`config.mk`:
```
export PLATFORM = sky130hd
export DESIGN_NAME = eth_rx_pad_trim
export DESIGN_NICKNAME = d
export VERILOG_FILES = /design/src/rtl/eth_rx_pad_trim.sv
export SDC_FILE = /design/constraint.sdc
export NUM_CORES = 1
export LEC_CHECK = 0
export CAP_MARGIN = 20
export CELL_PAD_IN_SITES_DETAIL_PLACEMENT = 2
export CELL_PAD_IN_SITES_GLOBAL_PLACEMENT = 2
export CORE_MARGIN = 2
export CORE_UTILIZATION = 40
export DETAILED_ROUTE_END_ITERATION = 8
export PLACE_DENSITY_LB_ADDON = 0.1
export SLEW_MARGIN = 0
export SYNTH_ARGS = -nofsm -noshare
export SYNTH_HDL_FRONTEND = slang
export SYNTH_SLANG_ARGS = --single-unit
```
`constraint.sdc`:
```
create_clock -name clk -period 6.2 [get_ports clk]
set_clock_uncertainty 0.05 [all_clocks]
set_input_delay 1.24 -clock clk [delete_from_list [all_inputs] [get_ports clk]]
set_output_delay 1.24 -clock clk [all_outputs]
set_load 0.02 [all_outputs]
```
`src/rtl/eth_rx_pad_trim.sv`:
```
module eth_rx_pad_trim #(
  parameter int CNT_W   = 11,
  parameter int HDR_LEN = 14,
  parameter int MIN_PAY = 46
) (
  input  logic        clk,
  input  logic        rst_n,
  input  logic        strip_en,
  input  logic        in_valid,
  input  logic        in_sof,
  input  logic        in_eof,
  input  logic [7:0]  in_data,
  output logic        out_valid,
  output logic [7:0]  out_data,
  output logic        frame_done,
  output logic [7:0]  frame_stat,
  output logic [15:0] len_type
);
  localparam int          DLY      = 4;
  localparam int          LEN_HI   = HDR_LEN - 2;
  localparam int          LEN_LO   = HDR_LEN - 1;
  localparam logic [31:0] CRC_POLY = 32'hEDB88320;
  localparam logic [31:0] CRC_GOOD = 32'hDEBB20E3;

  function automatic logic [31:0] crc_step(input logic [31:0] c, input logic [7:0] d);
    logic [31:0] r;
    r = c;
    for (int i = 0; i < 8; i++)
      r = (r[0] ^ d[i]) ? ((r >> 1) ^ CRC_POLY) : (r >> 1);
    return r;
  endfunction

  logic [CNT_W-1:0] cnt, pos, out_cnt;
  logic [7:0]       len_hi;
  logic [15:0]      len_q;
  logic             trim_q, fcs_err;
  logic [31:0]      crc, crc_nx;
  logic [7:0]       pipe_d [DLY];
  logic [DLY-1:0]   pipe_k;
  logic [2:0]       fill;
  logic             keep;
  logic [15:0]      len_now;

  assign pos     = in_sof ? '0 : cnt;
  assign crc_nx  = crc_step(in_sof ? 32'hFFFFFFFF : crc, in_data);
  assign len_now = {len_hi, in_data};
  assign keep    = !(trim_q && (16'(pos) >= 16'(HDR_LEN) + len_q));

  assign frame_stat = {3'b000, fcs_err, 4'b0000};
  assign len_type   = len_q;

  always_ff @(posedge clk) begin
    if (!rst_n) begin
      cnt        <= '0;
      len_hi     <= '0;
      len_q      <= '0;
      trim_q     <= 1'b0;
      crc        <= '1;
      fill       <= '0;
      pipe_k     <= '0;
      out_valid  <= 1'b0;
      out_data   <= '0;
      frame_done <= 1'b0;
      fcs_err    <= 1'b0;
    end else begin
      out_valid  <= 1'b0;
      frame_done <= 1'b0;
      if (in_valid) begin
        cnt <= (pos == '1) ? pos : pos + 1'b1;
        crc <= crc_nx;
        if (in_sof) trim_q <= 1'b0;
        if (pos == CNT_W'(LEN_HI)) len_hi <= in_data;
        if (pos == CNT_W'(LEN_LO)) begin
          len_q  <= len_now;
          trim_q <= strip_en && (len_now != 16'd0) && (len_now < 16'(MIN_PAY));
        end
        pipe_d[0] <= in_data;
        pipe_k    <= {pipe_k[DLY-2:0], keep};
        if (!in_sof && fill == 3'(DLY) && pipe_k[DLY-1]) begin
          out_valid <= 1'b1;
          out_data  <= pipe_d[DLY-1];
        end
        if (in_eof) begin
          fill       <= '0;
          frame_done <= 1'b1;
          fcs_err    <= (crc_nx != CRC_GOOD);
        end else if (in_sof) begin
          fill <= 3'd1;
        end else if (fill != 3'(DLY)) begin
          fill <= fill + 3'd1;
        end
      end
    end
  end

  for (genvar g = 1; g < DLY; g++) begin : g_pipe
    always_ff @(posedge clk)
      if (in_valid) pipe_d[g] <= pipe_d[g-1];
  end

  always_ff @(posedge clk) begin
    if (!rst_n)                   out_cnt <= '0;
    else if (in_valid && in_sof)  out_cnt <= '0;
    else if (out_valid)           out_cnt <= out_cnt + 1'b1;
  end

  AST_RESET_QUIET: assert property (@(posedge clk) !rst_n |=> (!out_valid && !frame_done));
  AST_OUT_FOLLOWS_IN: assert property (@(posedge clk) disable iff (!rst_n) out_valid |-> $past(in_valid));
  AST_FCS_HELD: assert property (@(posedge clk) disable iff (!rst_n) out_valid |-> (cnt >= CNT_W'(DLY + 1)));
  AST_TRIM_LIMIT: assert property (@(posedge clk) disable iff (!rst_n) (out_valid && trim_q) |-> (16'(out_cnt) < 16'(HDR_LEN) + len_q));
  AST_DONE_AFTER_EOF: assert property (@(posedge clk) disable iff (!rst_n) frame_done |-> $past(in_valid && in_eof));
endmodule

```
Word-level counts from Yosys, hierarchy flattened. Memory sizes are Yosys's and may differ from the RTL's. A register that Yosys moved wholly into a read port is not among the register bits. Cells that the tools add are included.

Flip-flop bits (word level): 78. RAM bits: 32. Input port bits: 14. Output and inout port bits: 34. Word-level logic and storage cells: 78. Memories kept: 1.

Add/subtract/negate cells: 3. Order comparisons: 2. Equal/unequal tests: 6. Muxes and demuxes: 22. Bitwise operators: 16. Reductions and logical operators: 18.

Memory list: pipe_d (depth 4, bits a word 8, read ports 4, clocked after Yosys merged registers in 1, wr ports 4, RTL line 38) `logic [7:0] pipe_d [DLY];`.

Operators by type and width (count): 2-to-1 mux 32 bit (9); NOT 13 -> 14 bit (8); inequality test 32 bit (second input constant) (1); == test 11 x 4 -> 1 bit (second input constant) (2); 2-to-1 mux 11 bit (2); adder 4 x 16 -> 16 bit (first input constant) (1); greater-or-equal comparator 11 x 16 -> 1 bit (1); less-than comparator 16 x 6 -> 1 bit (second input constant) (1); nonzero test 16 bit (1); AND reduction 2 bit (7); adder 11 x 1 -> 11 bit (second input constant) (1); == test 11 bit (second input constant) (1); 2-to-1 mux 3 bit (3); 2-to-1 mux 1 bit (8); XOR 1 bit (8); logical AND 1 bit (5); adder 3 x 1 -> 3 bit (second input constant) (1); == test 3 bit (second input constant) (1); logical NOT 1 bit (3); inequality test 3 bit (second input constant) (1); nonzero test 3 bit (1); nonzero test 2 bit (1).

Depth between registers and ports, before layout.
Depth in word-level cells: 18. Mapped depth: 15. Mapped depth without buffers: 11.

Least setup slack after synthesis. Ideal clock, no wire load.

Path kind: input port to flip-flop. Start point: input in_sof. End point: register cnt[2]. Library setup time: 115 ps. Arrival: 3765 ps. Path slack: 2270 ps. Stages: 15. Path buffers: 5. Path through: buf_4 > buf_4 > buf_2 > buf_2 > buf_1 > nand2b_1 > inv_1 > ha_1 > nand3_1 > nor3_1 > and4_1 > nor2_1 > nand2_1 > xor2_1 > and2_1.

Word-level cells in the longest chain between the ends: 3. Elaborated cells between the ends (all ways): 4.

RTL lines: from (decl) (RTL line 10) `input logic in_sof,`; 2-to-1 mux 11 bit * (RTL line 44) `assign pos = in_sof ? '0 : cnt;`; adder 11 x 1 -> 11 bit or == test 11 bit (tied branches) (RTL line 69) `cnt <= (pos == '1) ? pos : pos + 1'b1;`; 2-to-1 mux 11 bit * (RTL line 69); to (signal assigned) (RTL line 69); to (decl) (RTL line 33) `logic [CNT_W-1:0] cnt, pos, out_cnt;`.

Mark *: on every way between the ends. The rest lies on a longest branch, timed or not. A chain may end at the register's enable or synchronous reset.

Worst setup path after layout.
Start point: input in_data[1]. End point: register fcs_err.

Word-level cells in the longest chain between the ends: 13. Elaborated cells between the ends (all ways): 16.

RTL lines: from (decl) (RTL line 12) `input logic [7:0] in_data,`; XOR 1 bit * (RTL line 29) `r = (r[0] ^ d[i]) ? ((r >> 1) ^ CRC_POLY) : (r >> 1);`; 2-to-1 mux 32 bit * (RTL line 29); NOT 13 -> 14 bit (no line) or 2-to-1 mux 32 bit (tied branches); 2-to-1 mux 32 bit * (2 in series) (RTL line 29); NOT 13 -> 14 bit (no line) or 2-to-1 mux 32 bit (tied branches); 2-to-1 mux 32 bit * (RTL line 29); NOT 13 -> 14 bit (no line) or 2-to-1 mux 32 bit (tied branches); 2-to-1 mux 32 bit * (RTL line 29); NOT 13 -> 14 bit (no line) or 2-to-1 mux 32 bit (tied branches); 2-to-1 mux 32 bit * (2 in series) (RTL line 29); inequality test 32 bit * (RTL line 86) `fcs_err <= (crc_nx != CRC_GOOD);`; to (signal assigned) (RTL line 86); to (decl) (RTL line 36) `logic trim_q, fcs_err;`.

Marked as above.

==> impl_metrics.env <==
export IMPL_io_buffers=40
export IMPL_async_flop_share_pct=0
export IMPL_preCtsSetupSlack_ns=1.75
export IMPL_clk_pin_slew_worst_paths_ns=0.06
export IMPL_drive_gt1_share_pct=8.04
export IMPL_grt_pass1_wl_um=32200
export IMPL_worstSetupStartpointType="primary input"
export IMPL_drtIter0Drc=282
export IMPL_synth_area_um2=6610
export IMPL_cp_arrival_ns=4.31
export IMPL_synth_seq_cells=118
export IMPL_cpPeakStageDelay_ns=0.83
export IMPL_drt_met1_wl_um=8550
export IMPL_cap_violations=0
export IMPL_rows=46
export IMPL_fp_dieW_um=133
export IMPL_wl_met3_um=502
export IMPL_worstSkewPairLatency_ns=0.43
export IMPL_worst_setup_path_end_kind="register"
export IMPL_clock_fmax_ghz=0.248
export IMPL_grt_overflow_total=0
export IMPL_track_usage_pct=24.0
export IMPL_synth_edf_count=32
export IMPL_p_per_area_nw_per_um2=345
export IMPL_ys_seq_area_share_pct=40.6
export IMPL_cts_buffer_depth=2
export IMPL_wl_um=20000
export IMPL_io_pins=48
export IMPL_ant_nets=0
export IMPL_period_minus_slack_ns=4.04
export IMPL_htreeDepth=4
export IMPL_worst_slew_pin_slew_ns=0.924
export IMPL_fillers=1740
export IMPL_cts_root_buffer="clkbuf_16"
export IMPL_path_cells="clkdlybuf4s50_1, xor2_4, xnor2_4, xor2_1, nor3_1, nor4b_1, o2111ai_1, o21a_1"
export IMPL_slew_headroom_pct=38.4
export IMPL_vias=5034
export IMPL_numCtsBuffers=17
export IMPL_cts_setup_buffers=0
export IMPL_timing_final_ws_setup_ns=2.16
export IMPL_worstSetupPathType="in -> reg"
export IMPL_slew_violations=0
export IMPL_wl_met2_um=10500
export IMPL_diodes=0
export IMPL_grt_max_degree=76
export IMPL_leakage_nw=2.78
export IMPL_layout_common_cells="117 x nand2_1, 86 x dfxtp_1, 85 x xnor2_1"
export IMPL_syn_to_final_growth_pct=15.0
export IMPL_drcViolationCount=0
export IMPL_critPathSlowestCell="clkdlybuf4s50_1"
export IMPL_top_layer_used="met4"
export IMPL_period_share_pct=65.1
export IMPL_drt_wirelength_per_cell_um=21.1
export IMPL_cts_sinks=118
export IMPL_avgViaCountPerCell=5.30
export IMPL_grt_pass1_vias=5610
export IMPL_setup_viol=0
export IMPL_start_util_pct=41.3
export IMPL_rsz0062_at_grt="no"
export IMPL_critPathRequiredTime_ns=6.48
export IMPL_cts_tree="built"
export IMPL_synthFlopType="dfxtp_1"
export IMPL_drt_pass1_iter_count=4
export IMPL_hold_viol=0
export IMPL_cp_max_fo=10
export IMPL_yosysUniqueCellTypes=56
export IMPL_gp_congestion=0.829
export IMPL_fin_nets=753
export IMPL_fin_tns_setup_ns=0
export IMPL_hold_class="reg -> reg"
export IMPL_irDropWorstVdd_mv=0.252
export IMPL_syn_area_per_cell_um2=9.41
export IMPL_outcome="completed"
export IMPL_hold_buffers=0
export IMPL_cts_resized=0
export IMPL_final_common_cell="nand2_1"
export IMPL_grt_antenna_before_repair=0
export IMPL_die_area_um2=17600
export IMPL_ys_warn_count=0
export IMPL_hpwl_um=13300
export IMPL_die_h_um=133
export IMPL_synth_cells=702
export IMPL_core_area_um2=16000
metal layers:
metal  GRT usage, %  up-vias
met4           8.66        0
li1               -     2371
met5              0        -
met3           4.75       35
met1           27.9     2556
met2           43.6       72
layout make-up:
| class | count | area (µm²) | share of cell area [%] |
|---|---|---|---|
| sequential | 118 | 2680 | 35.3 |
| clock buffer | 19 | 443 | 5.83 |
| tap | 216 | 270 | 3.56 |
| clock inverter | 13 | 121 | 1.60 |
| inverter | 9 | 33.8 | 0.445 |
| multi-input combinational | 530 | 3620 | 47.7 |
| timing repair buffer | 45 | 425 | 5.60 |
synthesized netlist by cell type, types with 5 or more instances:
library cell  instances  area share [%]
nor4_1                8            0.76
a21oi_1              12            0.91
edfxtp_1             32              15
inv_1                 9            0.51
buf_1                 5            0.28
xnor2_2               5             1.2
buf_4                19             2.2
mux2i_1              24             3.6
a21o_1                5            0.57
and3_1                5            0.47
clkbuf_1             18             1.0
xor2_1               22             2.9
and2_1                7            0.66
nor2_2                5            0.47
or3_1                 6            0.57
buf_2                 6            0.45
nor2_1               42             2.4
o21ai_0              43             3.3
nand3_1              13            0.98
ha_1                 18             3.4
dfxtp_1              86              26
nand2_1             117             6.6
a21boi_0             19             2.2
xnor2_1              85              11
nor2b_1              32             3.0
sequential cells by signal, indices dropped and copies added (netlist names):
register    flops
crc            32
pipe_d         32
len_type       16
cnt            11
len_hi          8
out_data        8
pipe_k          4
fill            3
fcs_err         1
frame_done      1
out_valid       1
trim_q          1
kinds of logic after synthesis:
group | after synthesis | share of synthesized area, %
adders and majority gates | 18 | 3.41
muxes | 24 | 3.64
buffers and inverters | 60 | 4.94
other | 1 | 0.0568
AOI/OAI and AO/OA | 98 | 9.34
DFF | 118 | 40.6
xor gates and xnor gates | 123 | 19.2
and+or+nand+nor | 260 | 18.8
path summary, 6_finish.rpt:
kind / from / end / slack (ns) / depth (start not counted)
setup / recovery: in_data[1] / fcs_err / 2.16 / 8
hold / removal: pipe_d[2][1] / pipe_d[3][1] / 0.37 / 0
setup reg to reg: crc[0] / fcs_err / 3.34 / 8
hold reg to reg: pipe_d[2][1] / pipe_d[3][1] / 0.37 / 0
power breakdown:
| part | internal [mW] | leakage (nW) | total [mW] | switching (mW) |
|---|---|---|---|---|
| clock network | 0.564 | 0.264 | 0.964 | 0.400 |
| registers | 0.859 | 1.01 | 0.924 | 0.0651 |
| logic | 0.317 | 1.50 | 0.736 | 0.419 |
worst max-delay path: cells and delay by family:
kind	cells	cell delay, ns
compound gates	2	0.42
simple gates	2	0.54
buf+inv	1	0.83
xor+xnor	3	1.26
per-stage QoR:
stage	util (%)	hold WS [ns]	instances	power [mW]	area, µm²
4_1_cts	47.5	0.369	950	2.65	7600
3_3_place_gp	43.9	0.350	918	1.63	7030
6_report	47.5	0.368	950	2.62	7600
5_1_grt	47.5	0.377	950	2.76	7600
3_5_place_dp	43.9	0.357	918	1.66	7030
2_1_floorplan	-	0.350	708	1.49	6630
No activity file was read; power rests on OpenSTA's default activity.
